<file path="src/rtl/tagc_pkg.sv">
package tagc_pkg;
    typedef enum logic {
        ST_IDLE = 1'b0,
        ST_RESP = 1'b1
    } rsp_state_e;
endpackage

</file>
<file path="src/rtl/tagc_addr_split.sv">
module tagc_addr_split #(
    parameter int ADDR_W   = 8,
    parameter int OFF_BITS = 1,
    parameter int IDX_BITS = 2,
    parameter int OFF_W    = 1,
    parameter int IDX_W    = 2,
    parameter int TAG_W    = 5
) (
    input  logic [ADDR_W-1:0] addr,
    output logic [TAG_W-1:0]  tag,
    output logic [IDX_W-1:0]  idx,
    output logic [OFF_W-1:0]  off
);
    localparam logic [ADDR_W-1:0] OFF_MASK = ADDR_W'((1 << OFF_BITS) - 1);
    localparam logic [ADDR_W-1:0] IDX_MASK = ADDR_W'((1 << IDX_BITS) - 1);

    logic [ADDR_W-1:0] off_full, idx_full, tag_full;

    assign off_full = addr & OFF_MASK;
    assign idx_full = (addr >> OFF_BITS) & IDX_MASK;
    assign tag_full = addr >> (OFF_BITS + IDX_BITS);
    assign off = OFF_W'(off_full);
    assign idx = IDX_W'(idx_full);
    assign tag = TAG_W'(tag_full);
endmodule

</file>
<file path="src/rtl/tagc_victim.sv">
module tagc_victim #(
    parameter int WAYS  = 3,
    parameter int WAY_W = 2
) (
    input  logic [WAYS-1:0]       valid,
    input  logic [WAYS*WAY_W-1:0] ages,
    input  logic                  pol_mru,
    output logic [WAY_W-1:0]      victim,
    output logic                  all_full
);
    localparam logic [WAY_W-1:0] OLDEST = WAY_W'(WAYS - 1);

    always_comb begin
        victim   = '0;
        all_full = &valid;
        for (int w = WAYS - 1; w >= 0; w--) begin
            if (!valid[w]) victim = WAY_W'(w);
        end
        if (all_full) begin
            for (int w = 0; w < WAYS; w++) begin
                if (pol_mru ? (ages[w*WAY_W +: WAY_W] == '0)
                            : (ages[w*WAY_W +: WAY_W] == OLDEST))
                    victim = WAY_W'(w);
            end
        end
    end
endmodule

</file>
<file path="src/rtl/set_assoc_tag_ctrl.sv">
module set_assoc_tag_ctrl
    import tagc_pkg::*;
#(
    parameter int CACHE_WORDS = 24,
    parameter int WAYS        = 3,
    parameter int BLOCK_WORDS = 2,
    parameter int ADDR_W      = 8,
    localparam int SETS       = CACHE_WORDS / (WAYS * BLOCK_WORDS),
    localparam int OFF_BITS   = $clog2(BLOCK_WORDS),
    localparam int IDX_BITS   = $clog2(SETS),
    localparam int OFF_W      = (OFF_BITS > 0) ? OFF_BITS : 1,
    localparam int IDX_W      = (IDX_BITS > 0) ? IDX_BITS : 1,
    localparam int TAG_W      = ADDR_W - OFF_BITS - IDX_BITS,
    localparam int WAY_W      = (WAYS > 1) ? $clog2(WAYS) : 1
) (
    input  logic              clk,
    input  logic              rst,
    input  logic              req_valid,
    input  logic [ADDR_W-1:0] req_addr,
    input  logic              req_mru,
    output logic              rsp_valid,
    output logic              rsp_hit,
    output logic [TAG_W-1:0]  rsp_tag,
    output logic [IDX_W-1:0]  rsp_index,
    output logic [OFF_W-1:0]  rsp_offset,
    output logic [WAY_W-1:0]  rsp_way,
    input  logic [IDX_W-1:0]  dbg_set,
    input  logic [WAY_W-1:0]  dbg_way,
    output logic              dbg_valid,
    output logic [ADDR_W-1:0] dbg_base
);
    rsp_state_e state_q, state_d;

    logic [TAG_W-1:0] tag_q [SETS][WAYS];
    logic             vld_q [SETS][WAYS];
    logic [WAY_W-1:0] age_q [SETS][WAYS];

    logic [TAG_W-1:0]       req_tag;
    logic [IDX_W-1:0]       req_idx;
    logic [OFF_W-1:0]       req_off;
    logic [WAYS-1:0]        hit_vec, set_vld;
    logic [WAYS*WAY_W-1:0]  set_ages;
    logic                   any_hit, set_full;
    logic [WAY_W-1:0]       hit_way, vict_way, touch_way;

    tagc_addr_split #(
        .ADDR_W(ADDR_W), .OFF_BITS(OFF_BITS), .IDX_BITS(IDX_BITS),
        .OFF_W(OFF_W), .IDX_W(IDX_W), .TAG_W(TAG_W)
    ) i_split (
        .addr(req_addr), .tag(req_tag), .idx(req_idx), .off(req_off)
    );

    for (genvar w = 0; w < WAYS; w++) begin : g_way
        assign set_vld[w] = vld_q[req_idx][w];
        assign hit_vec[w] = vld_q[req_idx][w] && (tag_q[req_idx][w] == req_tag);
        assign set_ages[w*WAY_W +: WAY_W] = age_q[req_idx][w];
    end

    tagc_victim #(.WAYS(WAYS), .WAY_W(WAY_W)) i_victim (
        .valid(set_vld), .ages(set_ages), .pol_mru(req_mru),
        .victim(vict_way), .all_full(set_full)
    );

    always_comb begin
        hit_way = '0;
        for (int w = 0; w < WAYS; w++) begin
            if (hit_vec[w]) hit_way = WAY_W'(w);
        end
    end

    assign any_hit   = |hit_vec;
    assign touch_way = any_hit ? hit_way : vict_way;

    // State register
    always_comb state_d = req_valid ? ST_RESP : ST_IDLE;

    always_ff @(posedge clk) begin
        if (rst) state_q <= ST_IDLE;
        else     state_q <= state_d;
    end

    // Registered outputs
    always_ff @(posedge clk) begin
        if (rst) begin
            rsp_hit    <= 1'b0;
            rsp_tag    <= '0;
            rsp_index  <= '0;
            rsp_offset <= '0;
            rsp_way    <= '0;
        end else begin
            unique case (state_d)
                ST_RESP: begin
                    rsp_hit    <= any_hit;
                    rsp_tag    <= req_tag;
                    rsp_index  <= req_idx;
                    rsp_offset <= req_off;
                    rsp_way    <= touch_way;
                end
                ST_IDLE: rsp_hit <= 1'b0;
                default: rsp_hit <= 1'b0;
            endcase
        end
    end

    assign rsp_valid = (state_q == ST_RESP);

    // Tag, valid and recency arrays
    always_ff @(posedge clk) begin
        if (rst) begin
            for (int s = 0; s < SETS; s++) begin
                for (int w = 0; w < WAYS; w++) begin
                    tag_q[s][w] <= '0;
                    vld_q[s][w] <= 1'b0;
                    age_q[s][w] <= '0;
                end
            end
        end else if (req_valid) begin
            for (int w = 0; w < WAYS; w++) begin
                if (WAY_W'(w) != touch_way && vld_q[req_idx][w] &&
                    (!vld_q[req_idx][touch_way] ||
                     age_q[req_idx][w] < age_q[req_idx][touch_way]))
                    age_q[req_idx][w] <= age_q[req_idx][w] + 1'b1;
            end
            age_q[req_idx][touch_way] <= '0;
            vld_q[req_idx][touch_way] <= 1'b1;
            tag_q[req_idx][touch_way] <= req_tag;
        end
    end

    // Debug read-back
    assign dbg_valid = vld_q[dbg_set][dbg_way];
    assign dbg_base  = (ADDR_W'(tag_q[dbg_set][dbg_way]) << (OFF_BITS + IDX_BITS))
                     | (ADDR_W'(dbg_set) << OFF_BITS);


    rsp_follow_chk: assert property (@(posedge clk) disable iff (rst)
        req_valid |=> rsp_valid);

    rsp_idle_chk: assert property (@(posedge clk) disable iff (rst)
        !req_valid |=> !rsp_valid);

    way_range_chk: assert property (@(posedge clk) disable iff (rst)
        rsp_valid |-> (rsp_way < WAY_W'(WAYS)));

    hit_unique_chk: assert property (@(posedge clk) disable iff (rst)
        req_valid |-> $onehot0(hit_vec));

    lru_oldest_chk: assert property (@(posedge clk) disable iff (rst)
        (req_valid && !any_hit && set_full && !req_mru)
        |-> (age_q[req_idx][vict_way] == WAY_W'(WAYS - 1)));

    mru_newest_chk: assert property (@(posedge clk) disable iff (rst)
        (req_valid && !any_hit && set_full && req_mru)
        |-> (age_q[req_idx][vict_way] == '0));
endmodule

</file>
<file path="config.mk">
export PLATFORM = sky130hd
export DESIGN_NAME = set_assoc_tag_ctrl
export DESIGN_NICKNAME = d
export VERILOG_FILES = /design/src/rtl/tagc_pkg.sv /design/src/rtl/tagc_addr_split.sv /design/src/rtl/tagc_victim.sv /design/src/rtl/set_assoc_tag_ctrl.sv
export SDC_FILE = /design/constraint.sdc
export NUM_CORES = 1
export LEC_CHECK = 0
export CORE_ASPECT_RATIO = 1.75
export CORE_MARGIN = 2
export CORE_UTILIZATION = 55
export DETAILED_ROUTE_END_ITERATION = 8
export PLACE_DENSITY = 0.75
export REMOVE_ABC_BUFFERS = 1
export SLEW_MARGIN = 10
export SYNTH_ARGS = -nofsm -noshare
export SYNTH_HDL_FRONTEND = slang
export SYNTH_SLANG_ARGS = --single-unit
</file>
<file path="constraint.sdc">
create_clock -name clk -period 7.21 [get_ports clk]
set_clock_uncertainty 0.05 [all_clocks]
set_input_delay 0.721 -clock clk [delete_from_list [all_inputs] [get_ports clk]]
set_output_delay 0.721 -clock clk [all_outputs]
set_load 0.03 [all_outputs]
</file>
==> impl_metrics.csv <==
group,metric,value,unit
synth,synth-main-ff-cell,"edfxtp_1",
floorplan,die_height,142.8,um
clocking,cts.sinks,108,
grt,grt_pass1_wl,23380,um
route,drc,0,
route,wl,14890,um
synth,synth_top_area_share,41.64,%
synth,netlist_top_cells_count,"84 x edfxtp_1, 42 x and2_1, 35 x nor2_1, 34 x mux2i_1, 32 x mux4_2",
power_and_ir_drop,vdd_drop_max,0.0001588,V
route,viasPerCell,6.402,
sta,worst_slew_pin_slew,1.203,ns
synth,ys_seq_elements,108,
synth,synthMostInstantiatedCell,"edfxtp_1",
sta,finalSetupTns,0,ns
clocking,ctsHoldBuffers,0,
setup_path,critical_path.startpoint_type,"primary input",
finish,antenna_cells,0,
route,drtIter0Drc,292,
synth,yosysTopAreaCell,"edfxtp_1",
place,dpl.hpwl,10780,um
floorplan,die_w,83.33,um
status,status,"finished clean",
clocking,cts_made_buffers,9,
finish,syn_to_final_growth,10.76,%
grt,overflow,0,
synth,synth_warnings,0,
sta,final.min_clock_period,5.796,ns
sta,relSlewSlack,18.98,%
power_and_ir_drop,powerDensity,213.8,nW/um2
floorplan,fp.dieArea,11900,um2
synth,ys_types,53,
place,place_congestion,0.9480,
setup_path,criticalPathCategory,"primary input to flip-flop",
synth,syn_inst,503,
setup_path,cp_max_fo,36,
route,dr_total_vias,4155,
synth,netlist_area,6057,um2
sta,hold_viol,0,
clocking,cts_setup_buffers,0,
sta,rsz0062_at_grt,"no",
sta,finalSetupViolations,0,
clocking,clk_path_buf_depth,2,
clocking,clock-root-buffer,"clkbuf_16",
grt,grt_pass1_vias,4260,
synth,synth_edf_count,84,
floorplan,ios,37,
setup_path,end_kind,"flip-flop",
floorplan,coreArea,10700,um2
floorplan,initial_core_util,56.62,%
min_path,min_path_type,"flip-flop to flip-flop",
clocking,htreeDepth,3,
place,io_buffers,35,
clocking,clk_latency,0.35,ns
setup_path,cp.required,7.20,ns
synth,synthTopCellsByArea,"edfxtp_1 42%, mux4_2 12%, dfxtp_1 7.9%",
grt,grt_use_total,26.11,%
route,wl_per_cell,22.95,um
route,antenna_left,0,
clocking,clk_pin_slew_worst_paths,0.07,ns
route,first_pass_iters,5,
flow_run,maxCapViolations,0,
grt,antenna_found_initial,0,
floorplan,row_count,50,
sta,max_freq,0.1725,GHz
finish,drive_gt1_share,12.14,%
setup_path,cp.arrival,5.78,ns
clocking,tritoncts,"yes",
grt,grt_max_degree,37,
synth,syn_avg_cell_area,12.04,um2
synth,async_flop_share,0,%
synth,yosysSeqAreaShare,49.58,%
finish,fin_nets,536,
place,place_ws,1.192,ns
sta,drv_slew,0,
clocking,post_cts_resized,0,
power_and_ir_drop,cellLeakagePower,2.598,nW
sta,period_share,80.38,%
sta,setup_ws,1.414,ns
-- stage by stage --
step                total power, mW  cells  hold slack, ns  utilization (%)  instance area [um2]
floorplan                    0.8384    464          0.3881                -                 5856
finish                        1.435    649          0.4258            62.71                 6709
detailed placement           0.9265    633          0.4148            59.77                 6394
CTS                           1.439    649          0.4260            62.71                 6709
global placement             0.9217    633          0.3993            59.77                 6394
global route                  1.482    649          0.4526            62.71                 6709
-- report_power, final --
part	internal, mW	leakage [nW]	switching [mW]
registers	0.695	1.07	0.0127
logic	0.0830	1.38	0.124
clock network	0.303	0.153	0.217
total	1.08	2.60	0.354
-- sequential cells by signal (all words and copies together), names as in the netlist --
register	flops
age_q	24
rsp_offset	1
vld_q	12
rsp_valid	1
rsp_index	2
tag_q	60
rsp_tag	5
rsp_way	2
rsp_hit	1
-- metal layers --
| metal | wire, um | track usage (%) | up-vias | part of all wire, % |
|---|---|---|---|---|
| li1 | - | - | 1883 | - |
| met1 | 5370 | 29.40 | 2057 | 36 |
| met2 | 8056 | 47.79 | 171 | 54 |
| met3 | 854 | 4.335 | 44 | 5.7 |
| met4 | 609 | 12.42 | 0 | 4.1 |
| met5 | 0 | 0 | - | 0 |
-- cell usage in the layout (no fill, tap or decap), types with 3 or more instances in the layout --
cell and count:
ha_1 6, xor2_1 5, and3_1 29, o22ai_1 6
nand2b_1 5, a21o_1 14, mux2i_1 34, clkdlybuf4s50_1 34
xnor2_1 18, edfxtp_1 84, a21oi_1 11, mux4_2 32
nor2_1 35, buf_4 4, o21bai_1 3, and2_1 42
nor3_1 16, clkbuf_16 9, o21ai_0 13, nand2_1 27
dfxtp_1 24, nand3_1 4, a22o_1 5, inv_1 18
-- area by class of cell --
type | count | area [um2]
fillers | 826 | 3989
multi-input cells | 337 | 2781
clock buffers | 9 | 225.2
inverters | 19 | 71.32
clock inverters | 7 | 90.09
flip-flops and latches | 108 | 3003
well taps | 130 | 162.7
repair buffers | 39 | 375.4
-- cell families after synthesis --
family                     synth area share (%)
adders and majority gates                 1.239
DFF                                       49.58
xor gates and xnor gates                  3.594
other                                   0.06191
muxes                                     17.70
and+or+nand+nor                           14.50
AOI/OAI and AO/OA                         8.820
buffers and inverters                     4.503
-- final timing paths --
check	cells past startpoint	endpoint	slack, ns	from
max	13	age_q[1][1]	1.41	req_addr[2]
min	2	rsp_index[1]	0.43	rsp_index[1]
max reg2reg	13	age_q[1][1]	2.39	age_q[0][0]
min reg2reg	2	rsp_index[1]	0.43	rsp_index[1]
-- critical path, cell delays in order --
cell	delay, ns
clkdlybuf4s50_1	0.96
o21ai_0	0.81
ha_1	0.26
nor2b_1	0.06
o21ai_0	0.27
and3_1	0.25
a31o_1	0.84
a22o_1	0.30
a21oi_1	0.05
ha_1	0.28
o21ai_1	0.06
a21oi_1	0.65
o311ai_1	0.25
(Power assumes the default switching activity.)
